==> src/rtl/port_capture_pkg.sv <==
package port_capture_pkg;
    typedef enum logic [1:0] {
        CELL_OPEN      = 2'd0,
        CELL_HELD      = 2'd1,
        CELL_HELD_PEND = 2'd2
    } cell_state_e;
endpackage

==> src/rtl/port_sync.sv <==
module port_sync #(
    parameter int WIDTH  = 4,
    parameter int STAGES = 2
) (
    input  logic             clk,
    input  logic             rst_n,
    input  logic [WIDTH-1:0] d_i,
    output logic [WIDTH-1:0] q_o
);
    logic [WIDTH-1:0] chain_q [STAGES];

    always_ff @(posedge clk or negedge rst_n) begin
        if (!rst_n) begin
            for (int s = 0; s < STAGES; s++) chain_q[s] <= '0;
        end else begin
            chain_q[0] <= d_i;
            for (int s = 1; s < STAGES; s++) chain_q[s] <= chain_q[s-1];
        end
    end

    assign q_o = chain_q[STAGES-1];
endmodule

==> src/rtl/port_capture_cell.sv <==
module port_capture_cell
    import port_capture_pkg::*;
(
    input  logic clk,
    input  logic rst_n,
    input  logic cur_i,
    input  logic rearm_i,
    output logic level_o,
    output logic flag_o
);
    cell_state_e state_q, state_d;
    logic        prev_q;
    logic        held_q, held_d;
    logic        change;

    assign change = cur_i ^ prev_q;

    always_ff @(posedge clk or negedge rst_n) begin
        if (!rst_n) begin
            state_q <= CELL_OPEN;
            prev_q  <= 1'b0;
            held_q  <= 1'b0;
        end else begin
            state_q <= state_d;
            prev_q  <= cur_i;
            held_q  <= held_d;
        end
    end

    always_comb begin
        state_d = state_q;
        held_d  = held_q;
        unique case (state_q)
            CELL_OPEN: begin
                if (change) begin
                    state_d = CELL_HELD;
                    held_d  = cur_i;
                end
            end
            CELL_HELD: begin
                if (change && rearm_i) begin
                    state_d = CELL_HELD;
                    held_d  = cur_i;
                end else if (change) begin
                    state_d = CELL_HELD_PEND;
                end else if (rearm_i) begin
                    state_d = CELL_OPEN;
                end
            end
            CELL_HELD_PEND: begin
                if (rearm_i) begin
                    state_d = CELL_HELD;
                    held_d  = cur_i;
                end
            end
            default: begin
                state_d = CELL_OPEN;
            end
        endcase
    end

    always_comb begin
        flag_o  = (state_q != CELL_OPEN);
        level_o = (state_q == CELL_OPEN) ? cur_i : held_q;
    end

    p_capture_r3: assert property (@(posedge clk) disable iff (!rst_n)
        (state_q == CELL_OPEN && change) |=> (flag_o && level_o == $past(cur_i)));

    p_hold_r4: assert property (@(posedge clk) disable iff (!rst_n)
        (state_q != CELL_OPEN && !rearm_i) |=> (flag_o && $stable(level_o)));

    p_release_r6: assert property (@(posedge clk) disable iff (!rst_n)
        (state_q == CELL_HELD && rearm_i && !change) |=> !flag_o);

    p_report_r7: assert property (@(posedge clk) disable iff (!rst_n)
        (state_q == CELL_HELD_PEND && rearm_i) |=> (flag_o && level_o == $past(cur_i)));

    p_collide_r9: assert property (@(posedge clk) disable iff (!rst_n)
        (flag_o && rearm_i && change) |=> (flag_o && level_o == $past(cur_i)));
endmodule

==> src/rtl/port_capture_bank.sv <==
module port_capture_bank #(
    parameter int PINS        = 4,
    parameter int SYNC_STAGES = 2
) (
    input  logic            clk,
    input  logic            rst_n,
    input  logic [PINS-1:0] pin_i,
    input  logic            wr_en_i,
    input  logic [PINS-1:0] wr_data_i,
    output logic [PINS-1:0] level_o,
    output logic [PINS-1:0] flag_o
);
    logic [PINS-1:0] pin_sync;
    logic [PINS-1:0] rearm;

    assign rearm = wr_data_i & {PINS{wr_en_i}};

    port_sync #(.WIDTH(PINS), .STAGES(SYNC_STAGES)) u_sync (
        .clk   (clk),
        .rst_n (rst_n),
        .d_i   (pin_i),
        .q_o   (pin_sync)
    );

    for (genvar g = 0; g < PINS; g++) begin : g_cell
        port_capture_cell u_cell (
            .clk     (clk),
            .rst_n   (rst_n),
            .cur_i   (pin_sync[g]),
            .rearm_i (rearm[g]),
            .level_o (level_o[g]),
            .flag_o  (flag_o[g])
        );
    end

    p_zero_write_r5: assert property (@(posedge clk) disable iff (!rst_n)
        (wr_en_i && flag_o[0] && !wr_data_i[0] && pin_sync[0] == $past(pin_sync[0]))
        |=> (flag_o[0] && $stable(level_o[0])));
endmodule

==> config.mk <==
export PLATFORM = sky130hd
export DESIGN_NAME = port_capture_bank
export DESIGN_NICKNAME = d
export VERILOG_FILES = /design/src/rtl/port_capture_pkg.sv /design/src/rtl/port_sync.sv /design/src/rtl/port_capture_cell.sv /design/src/rtl/port_capture_bank.sv
export SDC_FILE = /design/constraint.sdc
export NUM_CORES = 1
export LEC_CHECK = 0
export BUFFER_PORTS_ARGS = -buffer_cell sky130_fd_sc_hd__buf_2
export CAP_MARGIN = 15
export CORE_ASPECT_RATIO = 1.2
export CORE_MARGIN = 8
export CORE_UTILIZATION = 58
export DETAILED_ROUTE_END_ITERATION = 8
export MAX_ROUTING_LAYER = met4
export PLACE_DENSITY = 0.81
export SLEW_MARGIN = 10
export SYNTH_ARGS = -nofsm -noshare
export SYNTH_HDL_FRONTEND = slang
export SYNTH_SLANG_ARGS = --single-unit
==> constraint.sdc <==
create_clock -name clk -period 2.3 [get_ports clk]
set_input_delay 0.115 -clock clk [delete_from_list [all_inputs] [get_ports clk]]
set_output_delay 0.115 -clock clk [all_outputs]
set_load 0.05 [all_outputs]
---- Yosys cells after proc, flatten, opt, wreduce, memory -nomap -nowiden ----
Cells that the tools add are included.
W data, S select, Z words.
word-level totals
  register bits after elaboration ......... 24
  bits of input ports ..................... 11
  output and inout bits ................... 8
  logic and storage cells ................. 111
operators by class
  equal/unequal tests ..................... 24
  muxes and demuxes ....................... 44
  bitwise logic cells ..................... 5
  reduce and logical (&&, ||, !) cells .... 24
operator list
  cell                  number
  $mux W2               20
  $pmux W2 S3           4
  $mux W1               16
  $ne A2 B1 Y1 const B  8
  $ne A4 B2 Y1 const B  4
  $reduce_and A4 Y1     4
  $pmux W1 S3           4
  $reduce_and A3 Y1     4
  $reduce_bool A3 Y1    4
  $eq A2 B1 Y1 const B  4
  $eq A2 B2 Y1 const B  4
  $logic_not A2 Y1      4
  $ne A2 B2 Y1 const B  4
  $reduce_bool A2 Y1    4
  $and A4 B4 Y4         1
  $logic_and A1 B1 Y1   4
  $xor A1 B1 Y1         4

---- Logic depth before layout (Yosys ltp) ----
  word-level depth ........................ 5
  mapped depth ............................ 5

---- Modules after synthesis ----
A second synthesis with hierarchy kept.
unflattened totals
  cell total of the unflattened synthesis .. 104
  area, all modules ....................... 1181.1 µm²
modules (own cells, without submodules)
  module             times used  cells an instance  area each (µm²)  sequential area each (µm²)
  port_capture_cell  4           22                 231.5            100.1
  port_sync          1           12                 230.2            200.2
  port_capture_bank  1           4                  25.0             0.0

---- Least setup slack after synthesis ----
No wires, ideal clock.
  kind .................................... reg-to-output
  start ................................... register g_cell[1].u_cell.state_q[1]
  end ..................................... output level_o[1]
  arrival time ............................ 1.275 ns
  data required time ...................... 2.185 ns
  setup slack ............................. 0.910 ns
  cell stages (with the launch flop) ...... 5
  buffers on the path ..................... 2
  path through ............................ dfrtp_1 > clkbuf_1 > or2_2 > mux2_2 > buf_4
on the way
  cells in the longest elaborated chain, start to end .. 2
RTL lines
  item                    RTL line                 text
  start, declared         port_capture_cell.sv:11  cell_state_e state_q, state_d;
  start signal, assigned  port_capture_cell.sv:24  state_q <= state_d;
  $logic_not A2 Y1        port_capture_cell.sv:64  level_o = (state_q == CELL_OPEN) ? cur_i : held_q;
  $mux W1                 port_capture_cell.sv:64
  end, declared           port_capture_bank.sv:10  output logic [PINS-1:0] level_o,
No other way between the ends.

---- Worst setup path after layout ----
Ends and elaborated chain as after synthesis.

==> impl_metrics.tcl <==
set metrics [dict create \
    outcome "complete, no violations" \
    worstSetupStartpointType "register" \
    grt_pass1_vias 793 \
    dieArea_mm2 0.00376 \
    ir_worst_vdd_v 0.000927 \
    dr.pass1.iters 4 \
    setup_viol 0 \
    grt_usage_pct 11.7 \
    synth-seq-area-share_pct 50.5 \
    path_clk_slew_ps 120 \
    cts.path.max_buffers 2 \
    worst_setup_path_end_kind "primary output" \
    nNetsFinal 130 \
    maxSlewViolCount 0 \
    worstPathMaxFanout 9 \
    grt_pass1_wl_mm 3.41 \
    synth_flop_cell "dfrtp_1" \
    fin_tns_setup_ps 0 \
    antennaDiodeCount 0 \
    antenna_found_initial 0 \
    initial_core_util_pct 59.4 \
    synth_area_leaders "dfrtp_1 50%, buf_4 5.0%, nand3b_1 4.4%" \
    dr_total_vias 803 \
    yosysWarnings 0 \
    route.detailed.drc 0 \
    fp-row-count 18 \
    die_height_um 65.6 \
    multi_input_area_um2 507 \
    dpl.hpwl_mm 1.43 \
    drive_above_1_share_pct 27.1 \
    die_w_um 57.3 \
    fin_crit_ps 1720 \
    cp.arrival_ps 1610 \
    drt-total-wl_mm 2.00 \
    clockRootBuffer "clkbuf_4" \
    hold_violations 0 \
    synth_cell_types 28 \
    io_pins 19 \
    coreArea_mm2 0.00200 \
    drt-wirelength-per-cell_um 14.5 \
    grt_max_degree 25 \
    ant_nets 0 \
    worstSetupPathType "register to primary output" \
    relSlewSlack_pct 66.8 \
    gp_congestion 0.698 \
    syn_area_per_cell_um2 11.7 \
    worstMarginPinSlew_ps 497 \
    htree_num_levels 1 \
    seqCellArea_um2 601 \
    syn_inst 102 \
    overflow 0 \
    clock_skew_ps 0.720 \
    clk_latency_ps 310 \
    power_density_mw_per_mm2 1340 \
    cp_data_required_time_ps 2180 \
    yosysTopAreaCellShare_pct 50.5 \
    place_ws_ps 910 \
    syn_nets 113 \
    maxCapViolations 0 \
    area_growth_syn_to_layout_pct 10.3 \
    synth_top_cell_by_area "dfrtp_1" \
    rsz0062_at_grt "no" \
    fill_cells 158 \
    avgViaCountPerCell 5.82 \
    p_leak_nw 0.581 \
    max_freq_mhz 580 \
    cts_buffers 3 \
    synthArstFlopShare_pct 100 \
    synth_seq_cells 24 \
    fin_crit_sh_pct 74.9 \
    drt_iter0_markers 14 \
    setup_slack_ps 577 \
    cts_sinks 24 \
    cts_tree "built" \
    synth_area_mm2 0.00119 \
    port_buffers 18 \
    synth-edff-count 0 \
    hp-class "input pin to register" \
]
-- per-layer routing --
| metal | vias to the layer above | GRT usage, % | part of all wire [%] | wire length, um |
|---|---|---|---|---|
| met5 | - | - | 0 | 0 |
| met4 | 0 | 6.90 | 1.5 | 30 |
| met3 | 4 | 3.13 | 3.9 | 79 |
| met2 | 15 | 19.5 | 50 | 991 |
| met1 | 388 | 12.3 | 45 | 900 |
| li1 | 396 | - | - | - |
-- cell usage in the layout, fill, tap and decap left out --
cell type      count
clkbuf_8           1
inv_1              1
nand4b_1           3
dlygate4sd3_1      5
xnor2_1            2
nand3b_2           1
xor2_1             4
and2_2             2
nor2b_1            1
mux2_2             3
a22oi_1            2
a2111o_1           4
clkbuf_4           3
a21boi_0           5
a21o_1             1
a21oi_1            2
o22ai_1            2
nand3b_1           7
a2111oi_0          1
mux2i_1            4
nand2_1            1
a22o_1             3
nor2_1             4
dfrtp_1           24
buf_2             18
or2_2              4
o21ai_0            3
o31ai_1            3
nand2b_1           4
-- synthesized netlist by cell type (all sizes together), types with 4 or more instances --
cell type,instances
buf,9
nand3b,8
xor2,4
nand2b,4
a2111o,4
or2,4
a21boi,5
dfrtp,24
mux2i,4
nor2,4
-- state kept, by name (all words and copies together), names as in the netlist --
name and cells:
g_cell.u_cell.prev_q 4, u_sync.q_o 4, g_cell.u_cell.held_q 4, u_sync.chain_q 4
g_cell.u_cell.state_q 8
-- cells by family after synthesis --
| family | after synthesis | synth area share, % |
|---|---|---|
| buffers and inverters | 12 | 6.94 |
| XOR/XNOR | 6 | 4.42 |
| AND/OR/NAND/NOR | 27 | 15.1 |
| multiplexers | 7 | 6.20 |
| AO/OA/AOI/OAI | 26 | 16.8 |
| flip-flops | 24 | 50.5 |
-- report_power, final --
group	switching [mW]	internal [mW]	leakage, nW
clock network	0.115	0.0967	0.0210
registers	0.147	0.536	0.287
logic	0.532	0.327	0.273
-- per-stage QoR --
step | total power, mW | instances | util, % | hold slack [ps] | cell area, um^2
finish | 1.75 | 138 | 65.5 | 34.4 | 1310
global route | 1.86 | 138 | 65.5 | 25.9 | 1310
CTS | 1.76 | 138 | 65.5 | 24.9 | 1310
detailed placement | 1.54 | 129 | 61.2 | 112 | 1230
global placement | 1.51 | 129 | 61.2 | 113 | 1230
floorplan | 1.50 | 102 | - | -181 | 1190
-- critical path, cell delays in order, from the launching register on --
cell and delay [ps]:
dfrtp_1 490, or2_2 340, mux2_2 260, buf_2 210
-- final cells by class --
class | instances | area share, %
clock buffer | 4 | 2.76
inverter | 1 | 0.286
multi-input combinational | 66 | 38.6
sequential | 24 | 45.8
tap | 20 | 1.91
timing repair buffer | 23 | 10.7
-- path summary, 6_finish.rpt --
| check | startpoint | end | slack (ps) | cells after the start |
|---|---|---|---|---|
| worst max-delay path | g_cell[1].u_cell.state_q[1] | level_o[1] | 580 | 3 |
| worst min-delay path | wr_data_i[2] | g_cell[2].u_cell.state_q[1] | 30 | 2 |
| worst max register to register | g_cell[0].u_cell.state_q[0] | g_cell[0].u_cell.held_q | 910 | 3 |
| worst min register to register | u_sync.chain_q[5] | u_sync.q_o[1] | 370 | 0 |
| max in group asynchronous | rst_n | u_sync.chain_q[7] | 1670 | 2 |
| min in group asynchronous | rst_n | g_cell[2].u_cell.state_q[1] | 300 | 2 |
-- timing repair --
| action | in CTS | in global routing |
|---|---|---|
| endpoints found under the hold margin | 28 | 0 |
| gates resized for setup | 0 | 0 |
| hold buffers | 5 | 0 |
| buffers inserted | 0 | 0 |
Power figures use the tool's default switching activity.
